## src/rtl/gcn_pkg.sv

```systemverilog
package gcn_pkg;

  typedef enum logic [1:0] {
    ST_IDLE   = 2'd0,
    ST_PASS   = 2'd1,
    ST_SEL    = 2'd2,
    ST_MASTER = 2'd3
  } nodeState_t;

  // strobes from control to datapath, one per registered output
  typedef struct packed {
    logic passGrant;
    logic driveSack;
    logic driveBusy;
  } nodeStrobe_t;

endpackage

```

## src/rtl/gcn_datapath.sv

```systemverilog
module gcn_datapath
  import gcn_pkg::*;
#(
  parameter int SYNC_STAGES = 2
) (
  input  logic        clk,
  input  logic        rstN,
  input  logic        devReq,
  input  logic        grantIn,
  input  nodeStrobe_t strobe,
  output logic        reqPending,
  output logic        grantRise,
  output logic        grantOut,
  output logic        sackOut,
  output logic        bbsyOut
);

  localparam int SYNC_MSB = SYNC_STAGES - 1;

  logic [SYNC_MSB:0] syncChain;
  logic              grantPrev;
  logic              grantOutQ;
  logic              sackQ;
  logic              busyQ;

  // request synchronizer
  generate
    if (SYNC_STAGES == 1) begin : gSyncOne
      always_ff @(posedge clk) begin
        if (!rstN) syncChain <= '0;
        else       syncChain <= devReq;
      end
    end else begin : gSyncMany
      always_ff @(posedge clk) begin
        if (!rstN) syncChain <= '0;
        else       syncChain <= {syncChain[SYNC_MSB-1:0], devReq};
      end
    end
  endgenerate

  assign reqPending = syncChain[SYNC_MSB];

  // grant edge detector
  always_ff @(posedge clk) begin
    if (!rstN) grantPrev <= 1'b0;
    else       grantPrev <= grantIn;
  end

  assign grantRise = grantIn & ~grantPrev;

  // registered outputs driven by control strobes
  always_ff @(posedge clk) begin
    if (!rstN) begin
      grantOutQ <= 1'b0;
      sackQ     <= 1'b0;
      busyQ     <= 1'b0;
    end else begin
      grantOutQ <= strobe.passGrant;
      sackQ     <= strobe.driveSack;
      busyQ     <= strobe.driveBusy;
    end
  end

  assign grantOut = grantOutQ;
  assign sackOut  = sackQ;
  assign bbsyOut  = busyQ;

  AST_CAPTURE_BLOCKS: assert property (@(posedge clk) disable iff (!rstN)
    !(sackOut && grantOut));

  AST_PASS_NEEDS_GRANT: assert property (@(posedge clk) disable iff (!rstN)
    $rose(grantOut) |-> $past(grantIn));

  AST_PASS_NOT_SPLIT: assert property (@(posedge clk) disable iff (!rstN)
    (grantOut && grantIn) |=> grantOut);

  AST_SACK_BUSY_EXCL: assert property (@(posedge clk) disable iff (!rstN)
    !(sackOut && bbsyOut));

endmodule

```

## src/rtl/gcn_control.sv

```systemverilog
module gcn_control
  import gcn_pkg::*;
(
  input  logic        clk,
  input  logic        rstN,
  input  logic        reqPending,
  input  logic        grantRise,
  input  logic        grantIn,
  input  logic        bbsyIn,
  input  logic        devDone,
  output nodeStrobe_t strobe
);

  nodeState_t state;
  nodeState_t nextState;

  always_comb begin
    nextState = state;
    unique case (state)
      ST_IDLE: begin
        if (grantRise) nextState = reqPending ? ST_SEL : ST_PASS;
      end
      ST_PASS: begin
        // decision is frozen until the grant ends
        if (!grantIn) nextState = ST_IDLE;
      end
      ST_SEL: begin
        if (!bbsyIn) nextState = ST_MASTER;
      end
      ST_MASTER: begin
        if (devDone) nextState = ST_IDLE;
      end
      default: nextState = ST_IDLE;
    endcase
  end

  always_ff @(posedge clk) begin
    if (!rstN) state <= ST_IDLE;
    else       state <= nextState;
  end

  always_comb begin
    strobe.passGrant = (nextState == ST_PASS);
    strobe.driveSack = (nextState == ST_SEL);
    strobe.driveBusy = (nextState == ST_MASTER);
  end

  AST_WAIT_WHILE_BUSY: assert property (@(posedge clk) disable iff (!rstN)
    (state == ST_SEL && bbsyIn) |=> (state == ST_SEL));

  AST_TAKE_WHEN_FREE: assert property (@(posedge clk) disable iff (!rstN)
    (state == ST_SEL && !bbsyIn) |=> (state == ST_MASTER));

  AST_DONE_RELEASES: assert property (@(posedge clk) disable iff (!rstN)
    (state == ST_MASTER && devDone) |=> (state == ST_IDLE));

endmodule

```

## src/rtl/grant_chain_node.sv

```systemverilog
module grant_chain_node
  import gcn_pkg::*;
#(
  parameter int SYNC_STAGES = 2
) (
  input  logic clk,
  input  logic rstN,
  input  logic devReq,
  input  logic devDone,
  input  logic grantIn,
  input  logic bbsyIn,
  output logic grantOut,
  output logic sackOut,
  output logic bbsyOut,
  output logic masterOut
);

  nodeStrobe_t strobe;
  logic        reqPending;
  logic        grantRise;

  gcn_control u_control (
    .clk       (clk),
    .rstN      (rstN),
    .reqPending(reqPending),
    .grantRise (grantRise),
    .grantIn   (grantIn),
    .bbsyIn    (bbsyIn),
    .devDone   (devDone),
    .strobe    (strobe)
  );

  gcn_datapath #(.SYNC_STAGES(SYNC_STAGES)) u_datapath (
    .clk       (clk),
    .rstN      (rstN),
    .devReq    (devReq),
    .grantIn   (grantIn),
    .strobe    (strobe),
    .reqPending(reqPending),
    .grantRise (grantRise),
    .grantOut  (grantOut),
    .sackOut   (sackOut),
    .bbsyOut   (bbsyOut)
  );

  assign masterOut = bbsyOut;

endmodule

```

## config.mk

```make
export PLATFORM = sky130hd
export DESIGN_NAME = grant_chain_node
export DESIGN_NICKNAME = d
export VERILOG_FILES = /design/src/rtl/gcn_pkg.sv /design/src/rtl/gcn_datapath.sv /design/src/rtl/gcn_control.sv /design/src/rtl/grant_chain_node.sv
export SDC_FILE = /design/constraint.sdc
export NUM_CORES = 1
export LEC_CHECK = 0
export BUFFER_PORTS_ARGS = -buffer_cell sky130_fd_sc_hd__buf_2
export CAP_MARGIN = 20
export CORE_AREA = 2 2 39 41
export DETAILED_ROUTE_END_ITERATION = 6
export DIE_AREA = 0 0 41 43
export PLACE_DENSITY = 0.53
export RECOVER_POWER = 100
export SLEW_MARGIN = 20
export SYNTH_ARGS = -nofsm -noshare
export SYNTH_HDL_FRONTEND = slang
export SYNTH_SLANG_ARGS = --single-unit
```

## constraint.sdc

```tcl
create_clock -name clk -period 2.4 [get_ports clk]
set_clock_uncertainty 0.1 [all_clocks]
set_input_delay 0.12 -clock clk [delete_from_list [all_inputs] [get_ports clk]]
set_output_delay 0.12 -clock clk [all_outputs]
set_load 0.01 [all_outputs]
```

Word level (Yosys, flattened, before mapping)
Cells that the tools add are included.
{"block": "totals", "reg_bits": 8, "wordCells": 21, "out_inout_bits": 4}
{"block": "op_classes", "reduce_logical": 1, "eq_ne": 6, "n_mux": 6, "bitwise": 2}
{"op": "2-to-1 mux 2 bit", "n": 5}
{"op": "equality test 2 bit (second input constant)", "n": 4}
{"op": "one-hot mux 2 bit (4 select lines)", "n": 1}
{"op": "equality test 2 x 1 -> 1 bit (second input constant)", "n": 2}
{"op": "logical NOT 2 bit", "n": 1}
{"op": "AND 1 bit", "n": 1}
{"op": "inverter 1 bit", "n": 1}

Logic depth before layout (Yosys ltp)
Gate-level depths: netlist of run 1.
{"block": "depth", "word_depth": 5, "ltp_mapped": 3, "ltp_nobuf": 3}

Cells and area by module
A second synthesis of run 1 with hierarchy kept.
{"block": "unflattened", "cells_unflattened": 34, "hier_area_um2": 324.1}
{"module": "gcn_datapath", "area_each_um2": 163.9, "cells_per_inst": 13, "n_inst": 1}
{"module": "gcn_control", "area_each_um2": 152.6, "cells_per_inst": 20, "n_inst": 1}
{"module": "grant_chain_node", "area_each_um2": 7.5, "cells_per_inst": 1, "n_inst": 1}

Least setup slack after synthesis of run 1
OpenSTA, ideal clock, no wires.
{"block": "synth_path", "path_kind": "flip-flop to flip-flop", "from": "register u_control.state[1]", "to": "register u_datapath.grantOutQ, in the netlist u_datapath.grantOut", "arrival_ns": 1.002, "path_buffers": 0, "synth_period_minus_slack_ns": 1.218, "path_stages_with_launch": 3, "required_time_ns": 2.184, "setup_slack_ns": 1.182, "cell_sequence": "dfxtp_1 > mux4_2 > and3_1"}
{"block": "synth_via", "elab_chain_len": 3}
{"item": "start, declared", "line": "gcn_control.sv:14", "source": "nodeState_t state;"}
{"item": "start signal, assigned", "line": "gcn_control.sv:39", "source": "else state <= nextState;"}
{"item": "equality test 2 bit (tied with other cells)", "line": "gcn_control.sv:19", "source": "unique case (state)"}
{"item": "one-hot mux 2 bit (4 select lines) *", "line": "gcn_control.sv:19"}
{"item": "equality test 2 x 1 -> 1 bit *", "line": "gcn_control.sv:43", "source": "strobe.passGrant = (nextState == ST_PASS);"}
{"item": "end signal, assigned", "line": "gcn_datapath.sv:58", "source": "grantOutQ <= strobe.passGrant;"}
{"item": "end, declared", "line": "gcn_datapath.sv:22", "source": "logic grantOutQ;"}
Every way passes the cells marked *; elsewhere a longest branch is shown, timed or not.
A chain may end at the register's enable or synchronous reset.

Worst setup path after layout of run 1
Same ends and word-level chain as after synthesis.

==> impl_metrics.tcl, run 1 <==
set metrics [dict create \
    yosys_warnings 0 \
    viasPerCell 3.67 \
    num-nets-final 44 \
    grt_util_all_layers_pct 6.44 \
    synth_seq_area_share_pct 55.9 \
    critPathLaunchType "flip-flop" \
    die_x_um 41 \
    worstSetupEndpointType "flip-flop" \
    slew_headroom_pct 83.1 \
    intPower_mw 0.209 \
    path_class "flip-flop to flip-flop" \
    post-route-min-period_ns 1.28 \
    pre_cts_ws_ns 1.11 \
    synth_nets 30 \
    vdd_drop_max_mv 0.323 \
    grt_pass1_vias 155 \
    ioPinCount 10 \
    synth_top_cell_by_area "dfxtp_1" \
    drc 0 \
    gp_congestion 0.680 \
    rows 14 \
    numCtsBuffers 3 \
    netSwitchingFraction_pct 19.1 \
    start_util_pct 20.7 \
    antenna_found_initial 0 \
    wirelength_um 442 \
    rsz0062_at_grt "false" \
    grt_max_degree 7 \
    clk_pin_slew_ns 0.05 \
    diodes 0 \
    vias 191 \
    hold_viol_final 0 \
    htree_levels 1 \
    worstPathRequired_ns 2.43 \
    finalPower_mw 0.258 \
    p_leak_nw 0.160 \
    avgSynthCellArea_um2 11.9 \
    syn_area_um2 287 \
    fin_crit_sh_pct 53.5 \
    min_path_type "primary input to flip-flop" \
    path_max_fanout 4 \
    netSwitchingPower_mw 0.0494 \
    status "completed" \
    power_frac_clock_pct 36.4 \
    wl_per_cell_um 8.50 \
    syn_inst 24 \
    cts_max_path_buffers 2 \
    drive_gt1_share_pct 27.8 \
    final_cells 52 \
    dp.cells 48 \
    cap_violations 0 \
    max_clock_freq_mhz 779 \
    layout_commonest_cell "dfxtp_1" \
    tns_ns 0 \
    placed_cell_area_um2 344 \
    area_growth_pct 29.3 \
    cts_tree "done" \
    power.density_nw_per_um2 697 \
    tightestPinTransition_ns 0.252 \
    synthTopCellsByArea "dfxtp_1 56%, and2_1 8.7%, mux4_2 7.9%, and4bb_1 4.4%, nor3b_2 4.4%" \
    cp.arrival_ns 1.32 \
    fillers 153 \
    cts.sinks 8 \
    antenna_left 0 \
    setup_viol 0 \
    layout_common_cells "8 x dfxtp_1, 5 x clkbuf_1, 4 x buf_2, 3 x and2_1, 3 x clkbuf_4" \
    grt_first_pass_wirelength_um 662 \
    fin_ws_ns 1.12 \
    clk_latency_ns 0.24 \
    cts_root_buf "clkbuf_4" \
    synth_seq_cells 8 \
    netlist.area_leader.share_pct 55.9 \
    dr.pass1.iters 2 \
    drtIter0Drc 1 \
    coreArea_um2 1380 \
    dieArea_um2 1760 \
    port_buffers 9 \
    seq_power_share_pct 55.2 \
    synth_cell_type_count 13 \
    overflow 0 \
    dieHeight_um 43 \
    postCtsSetupBuffers 0 \
    comb_power_share_pct 8.4 \
    final_max_slew_viol_count 0 \
    final_area_um2 370 \
]
[flip-flops by register name, indices dropped and copies added, names as in the netlist]
signal                flops
u_control.state           2
u_datapath.syncChain      2
u_datapath.bbsyOut        1
u_datapath.grantOut       1
u_datapath.grantPrev      1
u_datapath.sackOut        1
[synthesized netlist by cell type]
cell / instances
inv_1: 2
o21a_1: 1
dfxtp_1: 8
and3_1: 1
nor2b_1: 1
and2_1: 4
nor3b_2: 1
and4bb_1: 1
buf_4: 1
mux4_2: 1
and2_2: 1
a21boi_0: 1
nor2_1: 1
[repair_timing]
action                                 CTS  global route
setup endpoints to repair                0             0
resized for setup                        0             0
endpoints found under the hold margin    1             0
hold buffers                             1             0
[area by class of cell]
| cell class | count | area, µm² | share of cell area (%) |
|---|---|---|---|
| timing repair buffer | 10 | 48.8 | 13.2 |
| tap | 16 | 20.0 | 5.41 |
| multi-input combinational | 13 | 111 | 30.1 |
| inverter | 2 | 7.51 | 2.03 |
| sequential | 8 | 160 | 43.2 |
| clock buffer | 3 | 22.5 | 6.08 |
[metal layers]
layer	vias to the layer above	global-route usage (%)	wire length, µm	share of wire (%)
met5	-	0	0	0
met4	0	0	0	0
met3	0	9.42	48	11
met2	9	6.25	161	36
met1	77	8.41	233	53
li1	105	-	-	-
[stage by stage]
stage / hold WS, ns / util (%)
5_1_grt: 0.0222 / 26.8
3_3_place_gp: 0.222 / 24.9
3_5_place_dp: 0.224 / 24.9
2_1_floorplan: 0.142 / -
4_1_cts: 0.0247 / 27.2
6_report: 0.0390 / 26.8
[final timing paths]
check	endpoint	slack (ns)	cells past startpoint	start
setup reg to reg	u_datapath.grantOut	1.12	2	u_control.state[1]
hold / removal	u_datapath.grantPrev	0.04	2	grantIn
setup / recovery	u_datapath.grantOut	1.12	2	u_control.state[1]
hold reg to reg	u_datapath.syncChain[1]	0.33	1	u_datapath.syncChain[0]
[power groups by stage]
stage	combinational [mW]	sequential (mW)	clock, mW
after floorplan	0.0114	0.145	0
after global placement	0.0209	0.145	0
after detailed placement	0.0216	0.145	0
after CTS	0.0228	0.142	0.101
after global routing	0.0239	0.143	0.116
final	0.0216	0.143	0.0940
[worst max-delay path: stages (launching register included)]
cell and delay (ns):
dfxtp_1 0.34, mux4_2 0.55, and3_1 0.19
[cell families (layout without fill, tap and decap cells)]
kind of cell | after synthesis | in the layout | synth area share (%)
AND/OR/NAND/NOR | 10 | 10 | 25.8
flip-flops | 8 | 8 | 55.9
buffers and inverters | 3 | 15 | 5.24
AO/OA/AOI/OAI | 2 | 2 | 5.24
multiplexers | 1 | 1 | 7.86
(Power assumes the default switching activity.)
==> inputs of run 2 (changes only) <==
Clock period 2.4 ns to 1.2 ns, I/O delays scaled along.
==> run 2 against run 1 <==
Routed wire length grew 20%. Critical path type unchanged. Hold slack lost 0.024 ns. The flow now finishes with violations (setup timing). Critical endpoint unchanged. Critical path depth did not move.
==> impl_metrics.tcl, run 2 (synthesized netlist as in run 1, its figures left out) <==
set metrics [dict create \
    cap_violations 0 \
    grt_first_pass_wirelength_um 876 \
    hold_start "rstN" \
    rsz0062_at_grt "true" \
    viasPerCell 4.04 \
    hold_viol_final 0 \
    diodes 0 \
    cts_max_path_buffers 2 \
    setup_viol 3 \
    cp.arrival_ns 1.26 \
    slowest_delay_ns 0.52 \
    layout_common_cells "5 x dlygate4sd3_1, 5 x clkbuf_1, 5 x dfxtp_1, 4 x buf_2" \
    worstSetupEndpointType "flip-flop" \
    drtIter0Drc 0 \
    vdd_drop_max_mv 0.499 \
    p_leak_nw 0.182 \
    r2r_slack_ns -0.02 \
    dp.cells 48 \
    dp_hpwl_um 390 \
    clk_pin_slew_ns 0.05 \
    postCtsSetupBuffers 0 \
    num-nets-final 48 \
    vias 226 \
    htree_levels 1 \
    cp_cell_sequence "mux4_2, and3_1" \
    cts.sinks 8 \
    tns_ns -0.0365 \
    worstReg2RegEnd "u_datapath.grantOut" \
    dr.pass1.iters 1 \
    violations "setup timing" \
    overflow 0 \
    die_x_um 41 \
    area_growth_pct 45.4 \
    max_clock_freq_mhz 822 \
    numCtsBuffers 3 \
    grt_pass1_vias 218 \
    wirelength_um 529 \
    cts_root_buf "clkbuf_4" \
    fin_ws_ns -0.0160 \
    antenna_found_initial 0 \
    grt_util_all_layers_pct 8.06 \
    cts_tree "done" \
    start_util_pct 20.7 \
    coreArea_um2 1380 \
    final_cells 56 \
    drive_gt1_share_pct 35.0 \
    ioPinCount 10 \
    post-route-min-period_ns 1.22 \
    path_class "flip-flop to flip-flop" \
    use_met1_pct 8.47 \
    holdWs_ns 0.0149 \
    final_max_slew_viol_count 0 \
    dieArea_um2 1760 \
    wl_per_cell_um 9.45 \
    worstPathRequired_ns 1.24 \
    slew_headroom_pct 84.1 \
    path_max_fanout 4 \
    cp_slowest_cell "mux4_2" \
    met2_usage_pct 11.3 \
    busiest_layer "met2" \
    min_path_type "primary input to flip-flop" \
    antenna_left 0 \
    status "complete, but fails checks" \
    r2r-start "u_control.state[1]" \
    gp_congestion 0.655 \
    reg_top3 "u_control.state (2), u_datapath.syncChain (2)" \
    grt_max_degree 6 \
    critPathLaunchType "flip-flop" \
    rr_worst_depth 2 \
    power.density_nw_per_um2 1300 \
    min_path_cells 2 \
    tightestPinTransition_ns 0.236 \
    clk_latency_ns 0.25 \
    dieHeight_um 43 \
    grt_use_met3_pct 7.85 \
    finalPower_mw 0.540 \
    drc 0 \
    fin_crit_sh_pct 101 \
    port_buffers 9 \
    rows 14 \
    hold_end "u_control.state[1]" \
]
run 2: cell types whose count changed in the layout (fill, tap and decap cells not counted):
cell           before  now
and2_0              1    0
and2_4              0    1
dfxtp_1             8    5
dfxtp_2             0    3
dlygate4sd3_1       1    5
run 2: power breakdown:
| group | leakage, nW | switching, mW | internal [mW] |
|---|---|---|---|
| Combinational | 0.101 | 0.0197 | 0.0356 |
| Sequential | 0.0668 | 0.00617 | 0.280 |
| Clock | 0.0138 | 0.0854 | 0.114 |
run 2: critical path: cells and delay by family, from the launching register on:
kind          cells  cell delay [ns]
mux               1             0.52
simple gates      1             0.16
flops             1             0.33
run 2: repair_timing:
| item | 4_1_cts | 5_1_grt |
|---|---|---|
| pin swaps | 1 | 0 |
| hold buffers | 5 | 0 |
| endpoints found under the hold margin | 3 | 0 |
| endpoints found under the setup margin | 3 | 3 |
| resized for setup | 3 | 0 |
run 2: worst max path at each step:
stage                             from                   to  slack [ns]  cells past startpoint
2_1_floorplan     u_datapath.grantPrev   u_control.state[0]       0.007                      3
3_3_place_gp   u_datapath.syncChain[1]   u_control.state[0]       -0.03                      3
3_5_place_dp   u_datapath.syncChain[1]   u_control.state[0]       -0.05                      3
4_1_cts        u_datapath.syncChain[1]  u_datapath.grantOut       -0.02                      3
5_1_grt           u_datapath.grantPrev   u_datapath.bbsyOut       -0.05                      3
6_report            u_control.state[1]  u_datapath.grantOut       -0.02                      2
run 2: per-stage QoR:
stage	utilization [%]	instance area, µm²	setup slack, ns
floorplan	-	288	0.00728
global placement	25.0	345	-0.0342
detailed placement	25.0	345	-0.0527
CTS	30.6	423	-0.0232
global route	30.1	417	-0.0537
finish	30.1	417	-0.0160
run 2: routing by layer:
layer / wire length (µm) / up-vias
li1: - / 112
met1: 206 / 101
met2: 242 / 13
met3: 80 / 0
met4: 0 / 0
met5: 0 / -
run 2: cell type report:
cell class / count / area (µm²)
multi-input cells: 13 / 114
inverters: 2 / 7.51
fillers: 150 / 967
clock buffers: 3 / 22.5
well taps: 16 / 20.0
repair buffers: 14 / 88.8
flip-flops and latches: 8 / 164
